File: src/rtl/mpb_pkg.sv
package mpb_pkg;
  localparam int DATA_W = 32;

  typedef enum logic [1:0] {
    A_PERIOD = 2'd0,
    A_ONTIME = 2'd1,
    A_CONFIG = 2'd2,
    A_STATUS = 2'd3
  } mpb_addr_e;

  localparam int B_EN     = 0;
  localparam int B_INT    = 16;
  localparam int B_EXT    = 17;
  localparam int B_DIR    = 18;
  localparam int B_CMD_LO = 20;
  localparam int B_SWAP   = 24;
  localparam int B_DWELL  = 25;
  localparam int B_INV1   = 26;
  localparam int B_INV2   = 27;

  typedef struct packed {
    logic       en;
    logic       int_on;
    logic       ext_on;
    logic       dir_mode;
    logic [1:0] cmd;
    logic       swap;
    logic       dwell_coast;
    logic       inv1;
    logic       inv2;
  } mpb_cfg_t;

  function automatic mpb_cfg_t cfg_unpack(input logic [DATA_W-1:0] w);
    mpb_cfg_t c;
    c.en          = w[B_EN];
    c.int_on      = w[B_INT];
    c.ext_on      = w[B_EXT];
    c.dir_mode    = w[B_DIR];
    c.cmd         = w[B_CMD_LO+1:B_CMD_LO];
    c.swap        = w[B_SWAP];
    c.dwell_coast = w[B_DWELL];
    c.inv1        = w[B_INV1];
    c.inv2        = w[B_INV2];
    return c;
  endfunction

  function automatic logic [DATA_W-1:0] cfg_pack(input mpb_cfg_t c);
    logic [DATA_W-1:0] w;
    w = '0;
    w[B_EN]                = c.en;
    w[B_INT]               = c.int_on;
    w[B_EXT]               = c.ext_on;
    w[B_DIR]               = c.dir_mode;
    w[B_CMD_LO+1:B_CMD_LO] = c.cmd;
    w[B_SWAP]              = c.swap;
    w[B_DWELL]             = c.dwell_coast;
    w[B_INV1]              = c.inv1;
    w[B_INV2]              = c.inv2;
    return w;
  endfunction

  // Leg pair: bit 0 = output 1, bit 1 = output 2.
  function automatic logic [1:0] phase_legs(input mpb_cfg_t c, input logic on_phase);
    if (!c.en)                       return 2'b00;
    else if (c.dir_mode || on_phase) return c.cmd;
    else if (c.dwell_coast)          return 2'b00;
    else                             return 2'b11;
  endfunction
endpackage

File: src/rtl/mpb_regs.sv
module mpb_regs
  import mpb_pkg::*;
#(
  parameter int CNT_W = 16
) (
  input  logic              clk,
  input  logic              rst_n,
  input  logic              wr_en,
  input  logic [1:0]        addr,
  input  logic [DATA_W-1:0] wdata,
  input  logic              status_on,
  output logic [CNT_W-1:0]  period_q,
  output logic [CNT_W-1:0]  ontime_q,
  output mpb_cfg_t          cfg_q,
  output logic [DATA_W-1:0] rdata
);
  logic unused_wdata;
  assign unused_wdata = &{1'b0, wdata};

  always_ff @(posedge clk) begin
    if (!rst_n) begin
      period_q <= '0;
      ontime_q <= '0;
      cfg_q    <= '0;
    end else if (wr_en) begin
      case (addr)
        A_PERIOD: period_q <= wdata[CNT_W-1:0];
        A_ONTIME: ontime_q <= wdata[CNT_W-1:0];
        A_CONFIG: cfg_q    <= cfg_unpack(wdata);
        default:  ;
      endcase
    end
  end

  always_comb begin
    case (addr)
      A_PERIOD: rdata = DATA_W'(period_q);
      A_ONTIME: rdata = DATA_W'(ontime_q);
      A_CONFIG: rdata = cfg_pack(cfg_q);
      default:  rdata = DATA_W'(status_on);
    endcase
  end
endmodule

File: src/rtl/mpb_counter.sv
module mpb_counter #(
  parameter int CNT_W = 16
) (
  input  logic             clk,
  input  logic             rst_n,
  input  logic             en,
  input  logic [CNT_W-1:0] period_in,
  input  logic [CNT_W-1:0] ontime_in,
  output logic [CNT_W-1:0] cnt,
  output logic [CNT_W-1:0] act_per,
  output logic [CNT_W-1:0] act_on,
  output logic             wrap,
  output logic             on_phase
);
  assign wrap     = en && (cnt >= act_per);
  assign on_phase = en && (cnt < act_on);

  always_ff @(posedge clk) begin
    if (!rst_n) begin
      cnt     <= '0;
      act_per <= '0;
      act_on  <= '0;
    end else if (!en || wrap) begin
      cnt     <= '0;
      act_per <= period_in;
      act_on  <= ontime_in;
    end else begin
      cnt <= cnt + 1'b1;
    end
  end
endmodule

File: src/rtl/mpb_decode.sv
module mpb_decode
  import mpb_pkg::*;
(
  input  mpb_cfg_t cfg,
  input  logic     on_phase,
  output logic     int_h1,
  output logic     int_h2,
  output logic     ext_h1,
  output logic     ext_h2
);
  logic [1:0] legs, swapped, inv_mask, pins;

  assign legs     = phase_legs(cfg, on_phase);
  assign swapped  = cfg.swap ? {legs[0], legs[1]} : legs;
  assign inv_mask = {cfg.inv2, cfg.inv1};

  for (genvar i = 0; i < 2; i++) begin : g_leg
    assign pins[i] = swapped[i] ^ inv_mask[i];
  end

  assign int_h1 = cfg.int_on & pins[0];
  assign int_h2 = cfg.int_on & pins[1];
  assign ext_h1 = cfg.ext_on & pins[0];
  assign ext_h2 = cfg.ext_on & pins[1];
endmodule

File: src/rtl/motor_pwm_bridge.sv
module motor_pwm_bridge
  import mpb_pkg::*;
#(
  parameter int CNT_W = 16
) (
  input  logic        clk,
  input  logic        rst_n,
  input  logic        reg_wr,
  input  logic [1:0]  reg_addr,
  input  logic [31:0] reg_wdata,
  output logic [31:0] reg_rdata,
  output logic        int_h1,
  output logic        int_h2,
  output logic        ext_h1,
  output logic        ext_h2
);
  logic [CNT_W-1:0] period_q, ontime_q, cnt, act_per, act_on;
  logic             wrap, on_phase;
  mpb_cfg_t         cfg_q;

  mpb_regs #(.CNT_W(CNT_W)) u_regs (
    .clk(clk), .rst_n(rst_n), .wr_en(reg_wr), .addr(reg_addr),
    .wdata(reg_wdata), .status_on(on_phase), .period_q(period_q),
    .ontime_q(ontime_q), .cfg_q(cfg_q), .rdata(reg_rdata)
  );

  mpb_counter #(.CNT_W(CNT_W)) u_cnt (
    .clk(clk), .rst_n(rst_n), .en(cfg_q.en), .period_in(period_q),
    .ontime_in(ontime_q), .cnt(cnt), .act_per(act_per), .act_on(act_on),
    .wrap(wrap), .on_phase(on_phase)
  );

  mpb_decode u_dec (
    .cfg(cfg_q), .on_phase(on_phase), .int_h1(int_h1), .int_h2(int_h2),
    .ext_h1(ext_h1), .ext_h2(ext_h2)
  );
endmodule

File: config.mk
export PLATFORM = sky130hd
export DESIGN_NAME = motor_pwm_bridge
export DESIGN_NICKNAME = d
export VERILOG_FILES = /design/src/rtl/mpb_pkg.sv /design/src/rtl/mpb_regs.sv /design/src/rtl/mpb_counter.sv /design/src/rtl/mpb_decode.sv /design/src/rtl/motor_pwm_bridge.sv
export SDC_FILE = /design/constraint.sdc
export NUM_CORES = 1
export LEC_CHECK = 0
export ABC_CLOCK_PERIOD_IN_PS = 6700
export BUFFER_PORTS_ARGS = -buffer_cell sky130_fd_sc_hd__clkbuf_2
export CORE_MARGIN = 1
export CORE_UTILIZATION = 59
export DETAILED_ROUTE_END_ITERATION = 12
export PLACE_DENSITY = 0.82
export SLEW_MARGIN = 20
export SYNTH_ARGS = -nofsm -noshare
export SYNTH_HDL_FRONTEND = slang
export SYNTH_HIERARCHICAL = 1
export SYNTH_SLANG_ARGS = --single-unit
File: constraint.sdc
create_clock -name clk -period 6.7 [get_ports clk]
set_input_delay 0.335 -clock clk [delete_from_list [all_inputs] [get_ports clk]]
set_output_delay 0.335 -clock clk [all_outputs]
set_load 0.005 [all_outputs]
==> flow_metrics.py, run 1 <==
metrics = {
    "clock_network": {
        "tritoncts": "built",
        "root_buffer": "clkbuf_8",
        "h-tree-depth": 3,
        "cts_setup_buffers": 0,
        "clock_latency_ns": 0.36,
        "clock_path_buffers": 2,
        "hold_buffers": 0,
        "cts.repair.resized": 0,
        "clkSinkCount": 90,
        "path_clk_slew_ns": 0.09,
        "cts_buffers": 9,
    },
    "setup_path": {
        "cpMaxStageDelayCell": "dfxtp_1",
        "critPathKind": "register to output pin",
        "required_ns": 6.36,
        "timing.rr.start": "u_cnt/cnt[0]$_SDFF_PP0_",
        "cpMostUsedCell": "a21oi_1",
        "slowest_delay_ns": 0.48,
        "startpoint": "u_cnt/cnt[6]$_SDFF_PP0_",
        "cp-end-kind": "output pin",
        "reg2reg_slack_ns": 4.15,
        "r2r-end": "u_cnt/act_per[10]$_SDFFE_PN0P_",
        "crit_end": "int_h2",
        "reg2regPathDepth": 7,
        "crit_arrival_ns": 3.02,
        "cp_cell_sequence": "ha_1 -> a21oi_1 -> nor2b_1 -> a2111oi_0 -> o21ai_0 -> a21oi_1 -> nor3b_1 -> a211oi_2 -> mux2i_1 -> clkbuf_2",
        "start_kind": "register",
        "critPathMaxFanout": 7,
    },
    "global_route": {
        "grt_pass1_vias": 3630,
        "top_usage_layer": "met2",
        "antenna_found_initial": 0,
        "overflow": 0,
        "use_met2_pct": 40.56,
        "met3_usage_pct": 5.255,
        "grt_pass1_wl_mm": 16.50,
        "grt_max_degree": 81,
        "met1_usage_pct": 30.14,
        "track_usage_pct": 24.21,
    },
    "routing": {
        "wl_per_cell_um": 14.23,
        "routed_wl_mm": 10.04,
        "postRouteAntennaNets": 0,
        "vias_per_cell": 5.400,
        "dr.pass1.iters": 4,
        "num_vias": 3807,
        "dr.first_iter.drc_count": 200,
        "drcViolationCount": 0,
    },
    "placement": {
        "dp_hpwl_mm": 7.085,
        "post_dp_cell_area_um2": 5076,
        "numPortBuffers": 58,
        "gp_congestion": 0.8222,
        "dp_worst_setup_slack_ns": 3.771,
    },
    "timing": {
        "period_minus_slack_ns": 3.356,
        "rsz0062_at_grt": "no",
        "finalHoldViolCount": 0,
        "worst_slack_ns": 3.344,
        "worstMarginPinSlew_ns": 0.7634,
        "slew_viol_final": 0,
        "fin_tns_setup_ns": 0,
        "finalSetupViolations": 0,
        "fmax_mhz": 297.9,
        "max-slew-margin-rel_pct": 49.11,
        "finClkSkew_ns": 0.009435,
        "fin_crit_sh_pct": 50.09,
    },
    "floorplan": {
        "die-height_um": 92.91,
        "initial_utilization_pct": 62.13,
        "core_um2": 7848,
        "dieArea_um2": 8632,
        "placementRows": 32,
        "io_pins": 73,
        "dieWidth_um": 92.91,
    },
    "run_status": {
        "outcome": "completed",
    },
    "power_and_ir_drop": {
        "ir_drop_uv": 148.0,
        "p_per_area_nw_per_um2": 199.8,
        "leakage_nw": 2.192,
    },
    "logic_synthesis": {
        "ys_warn_count": 6,
        "syn_area_um2": 4876,
        "syn_area_per_cell_um2": 8.754,
        "syn_inst": 557,
    },
    "layout": {
        "design_area_um2": 5303,
        "final_core_util_pct": 67.57,
        "num-nets-final": 667,
        "area_delta_synth_final_pct": 8.750,
        "antenna_cells": 0,
        "layout-drive-gt1-share_pct": 13.93,
    },
    "run": {
        "maxCapViolCount": 0,
    },
    "worst_hold_path": {
        "min_path_type": "primary input to register",
    },
}
==> where the power goes <==
| part | switching, W | total, W | internal [W] |
|---|---|---|---|
| sequential | 0.00000982 | 0.000557 | 0.000548 |
| clock | 0.000195 | 0.000416 | 0.000221 |
| combinational | 0.0000506 | 0.0000866 | 0.0000360 |
==> flip-flops by register name, summed over array words and instances (netlist names) <==
signal,flops
u_regs/period_q,16
u_cnt/cnt,16
u_cnt/act_on,16
u_regs/ontime_q,16
u_cnt/act_per,16
u_regs/cfg_q,10
==> layer usage <==
metal | vias to the layer above | wire length, um
met5 | - | 0
met4 | 0 | 193
met3 | 21 | 535
met2 | 96 | 4846
met1 | 1794 | 4460
li1 | 1896 | -
==> cells in the final DEF, fill, tap and decap left out, types with 3 or more instances in the layout <==
master and count:
nand2_1 144, mux2i_1 95, dfxtp_1 90, clkbuf_2 57, inv_1 34, nor2_1 33
ha_1 32, a21oi_1 12, xor2_1 11, clkbuf_8 10, and2_1 9, nand3_1 8
nand4_1 7, nand2b_1 7, conb_1 7, o21ai_0 4, buf_4 3, o21a_1 3
a21o_1 3, nor2b_1 3, and3_1 3, xnor2_1 3
==> area by class of cell <==
cell class	count	area, um2
clock buffers	10	137.6
clock inverters	6	88.84
multi-input cells	403	2711
fillers	646	2545
well taps	102	127.6
inverters	34	127.6
repair buffers	60	307.8
flip-flops and latches	90	1802
==> worst min path at each step <==
stage,startpoint,endpoint,slack [ns],depth (start not counted)
CTS,reg_wdata[21],u_regs/cfg_q[5]$_SDFFE_PN0P_,0.19,3
detailed placement,u_cnt/act_per[6]$_SDFFE_PN0P_,u_cnt/act_per[6]$_SDFFE_PN0P_,0.45,2
global placement,u_cnt/act_on[0]$_SDFFE_PN0P_,u_cnt/act_on[0]$_SDFFE_PN0P_,0.45,2
floorplan,u_cnt/act_on[10]$_SDFFE_PN0P_,u_cnt/act_on[10]$_SDFFE_PN0P_,0.44,2
global route,reg_wdata[18],u_regs/cfg_q[6]$_SDFFE_PN0P_,0.20,3
finish,reg_wdata[21],u_regs/cfg_q[5]$_SDFFE_PN0P_,0.19,3
==> metrics by stage <==
stage	instances	hold WS [ns]	total power (W)
after floorplan	563	0.4380	0.0006363
after global placement	689	0.4464	0.0006502
after detailed placement	689	0.4545	0.0006551
after CTS	705	0.1853	0.001065
after global routing	705	0.1958	0.001096
final	705	0.1896	0.001059
==> critical path: cells and delay by family, from the launching register on <==
kind | cells | cell delay (ns)
muxes | 1 | 0.24
adders and majority gates | 1 | 0.29
DFF | 1 | 0.48
buffers and inverters | 1 | 0.14
AOI/OAI and AO/OA | 5 | 1.29
and+or+nand+nor | 2 | 0.20
(Power assumes the default switching activity.)
==> run 2: changes to the inputs <==
Settings changed: ABC_AREA set to 1, ABC_CLOCK_PERIOD_IN_PS 6700 to 3000, CORE_UTILIZATION 59 to 52, PLACE_DENSITY 0.82 to 0.76.
Clock period 6.7 ns to 3 ns, I/O delays scaled along.
==> run 2 against run 1 <==
- sequential share of layout area down 3.0 points
- clock power up 120%
- die area up 20%
- largest power group unchanged
- wire length up 12%
- setup slack worse by 3.0 ns
- clock skew up 0.012 ns
- count of clock-buffer cells in the layout down 1
- sequential power up 130%
- global-route usage down 1.2 points
- the flow now finishes with violations (design-rule violations)
- critical endpoint is now int_h1
==> flow_metrics.py, run 2 <==
metrics = {
    "run_status": {
        "outcome": "finished with violations",
        "violations": "design-rule violations",
    },
    "routing": {
        "vias_per_cell": 4.781,
        "num_vias": 4762,
        "drcViolationCount": 1,
        "wl_per_cell_um": 11.29,
        "routed_wl_mm": 11.24,
        "dr.first_iter.drc_count": 254,
        "dr.pass1.iters": 9,
        "postRouteAntennaNets": 0,
    },
    "setup_path": {
        "reg2regPathDepth": 8,
        "required_ns": 2.85,
        "crit_arrival_ns": 2.48,
        "cp-end-kind": "output pin",
        "start_kind": "register",
        "reg2reg_slack_ns": 0.58,
        "critPathMaxFanout": 5,
        "critPathKind": "register to output pin",
    },
    "timing": {
        "fin_crit_sh_pct": 87.69,
        "slew_viol_final": 0,
        "finalSetupViolations": 0,
        "fin_tns_setup_ns": 0,
        "rsz0062_at_grt": "no",
        "worstMarginPinSlew_ns": 0.7131,
        "max-slew-margin-rel_pct": 52.33,
        "period_minus_slack_ns": 2.631,
        "finClkSkew_ns": 0.02094,
        "fmax_mhz": 380.1,
        "finalHoldViolCount": 0,
    },
    "power_and_ir_drop": {
        "sw_frac_of_total_pct": 31.04,
        "p_comb_share_pct": 17.4,
        "leakage_nw": 2.925,
        "seq_power_share_pct": 48.5,
        "ir_drop_uv": 297.7,
        "power_w": 0.002641,
        "netSwitchingPower_w": 0.0008200,
        "p_int_w": 0.001821,
        "pwr-share-clk_pct": 34.2,
        "p_per_area_nw_per_um2": 453.5,
    },
    "layout": {
        "multiInputGateArea_um2": 2585,
        "area_delta_synth_final_pct": 12.14,
        "fillers": 946,
        "antenna_cells": 0,
        "layout_commonest_cell": "nand2_1",
        "num-nets-final": 927,
        "seq_area_um2": 1805,
        "layout-drive-gt1-share_pct": 10.89,
        "final_cell_mix": "196 x nand2_1, 158 x inv_1, 139 x nor2_1",
        "final_core_util_pct": 59.86,
    },
    "placement": {
        "numPortBuffers": 58,
        "dp_hpwl_mm": 7.577,
        "gp_congestion": 0.8137,
    },
    "clock_network": {
        "root_buffer": "clkbuf_8",
        "cts_buffers": 9,
        "tritoncts": "built",
        "clock_path_buffers": 2,
        "cts_setup_buffers": 0,
        "clock_latency_ns": 0.38,
        "path_clk_slew_ns": 0.12,
        "h-tree-depth": 3,
        "clkSinkCount": 90,
    },
    "floorplan": {
        "placementRows": 36,
        "dieArea_um2": 10390,
        "core_um2": 9729,
        "initial_utilization_pct": 53.38,
        "dieWidth_um": 101.9,
        "io_pins": 73,
        "die-height_um": 101.9,
    },
    "logic_synthesis": {
        "ys_warn_count": 6,
        "syn_inst": 812,
        "syn_area_per_cell_um2": 6.396,
        "syn_area_um2": 5194,
    },
    "global_route": {
        "overflow": 0,
        "grt_pass1_wl_mm": 18.87,
        "antenna_found_initial": 0,
        "track_usage_pct": 23.00,
        "grt_max_degree": 59,
        "grt_pass1_vias": 4103,
    },
    "worst_hold_path": {
        "holdPathStages": 3,
        "min_path_type": "primary input to register",
    },
    "run": {
        "maxCapViolCount": 0,
    },
}
-- run 2: cell type report --
cell class,count,area share [%]
Clock buffer,9,2.127
Clock inverter,7,1.633
Inverter,160,10.31
Multi-Input combinational cell,523,44.38
Sequential cell,90,31.00
Tap cell,133,2.857
Timing Repair Buffer,74,7.691
-- run 2: repair_timing --
item,4_1_cts,5_1_grt
hold buffers,10,0
endpoints found under the hold margin,10,0
endpoints found under the setup margin,0,4
resized for setup,0,6
-- run 2: final timing paths --
kind / from / end
max: u_cnt/cnt[3]$_SDFF_PP0_ / int_h1
min: reg_wdata[10] / u_regs/ontime_q[10]$_SDFFE_PN0P_
max reg2reg: u_cnt/cnt[11]$_SDFF_PP0_ / u_cnt/act_per[2]$_SDFFE_PN0P_
min reg2reg: u_cnt/cnt[0]$_SDFF_PP0_ / u_cnt/cnt[0]$_SDFF_PP0_
-- run 2: metrics by stage --
| step | hold slack, ns | setup slack [ns] | cells | instance area (um2) |
|---|---|---|---|---|
| 2_1_floorplan | 0.2849 | 1.071 | 818 | 5216 |
| 3_3_place_gp | 0.3773 | 0.6025 | 970 | 5494 |
| 3_5_place_dp | 0.3783 | 0.5703 | 970 | 5494 |
| 4_1_cts | 0.0005982 | 0.1563 | 996 | 5813 |
| 5_1_grt | 0.01058 | 0.03351 | 996 | 5824 |
| 6_report | 0.006262 | 0.3694 | 996 | 5824 |
-- run 2: power by group through the flow --
stage                     sequential, W  clock, W  combinational (W)
after floorplan                 0.00130         0           0.000342
after global placement          0.00131         0           0.000433
after detailed placement        0.00131         0           0.000440
after CTS                       0.00128  0.000922           0.000452
after global routing            0.00129  0.000975           0.000527
final                           0.00128  0.000902           0.000459
-- run 2: critical path, cell delays in order, from the launching register on --
cell	delay [ns]
dfxtp_1	0.44
ha_1	0.28
a21oi_1	0.14
a21boi_0	0.11
o21ai_1	0.19
nand2_1	0.13
nor2_4	0.13
nor2_1	0.06
nand2_1	0.07
nand3_1	0.10
nand2_1	0.09
nand2_1	0.05
nand2_1	0.05
nand2_1	0.07
nor2_1	0.09
clkbuf_2	0.11
-- run 2: per-layer routing --
| layer | global-route usage, % | routed length [um] | vias up |
|---|---|---|---|
| li1 | - | - | 2542 |
| met1 | 33.40 | 5781 | 2102 |
| met2 | 34.67 | 4912 | 111 |
| met3 | 4.446 | 442 | 7 |
| met4 | 6.484 | 104 | 0 |
| met5 | 0 | 0 | - |
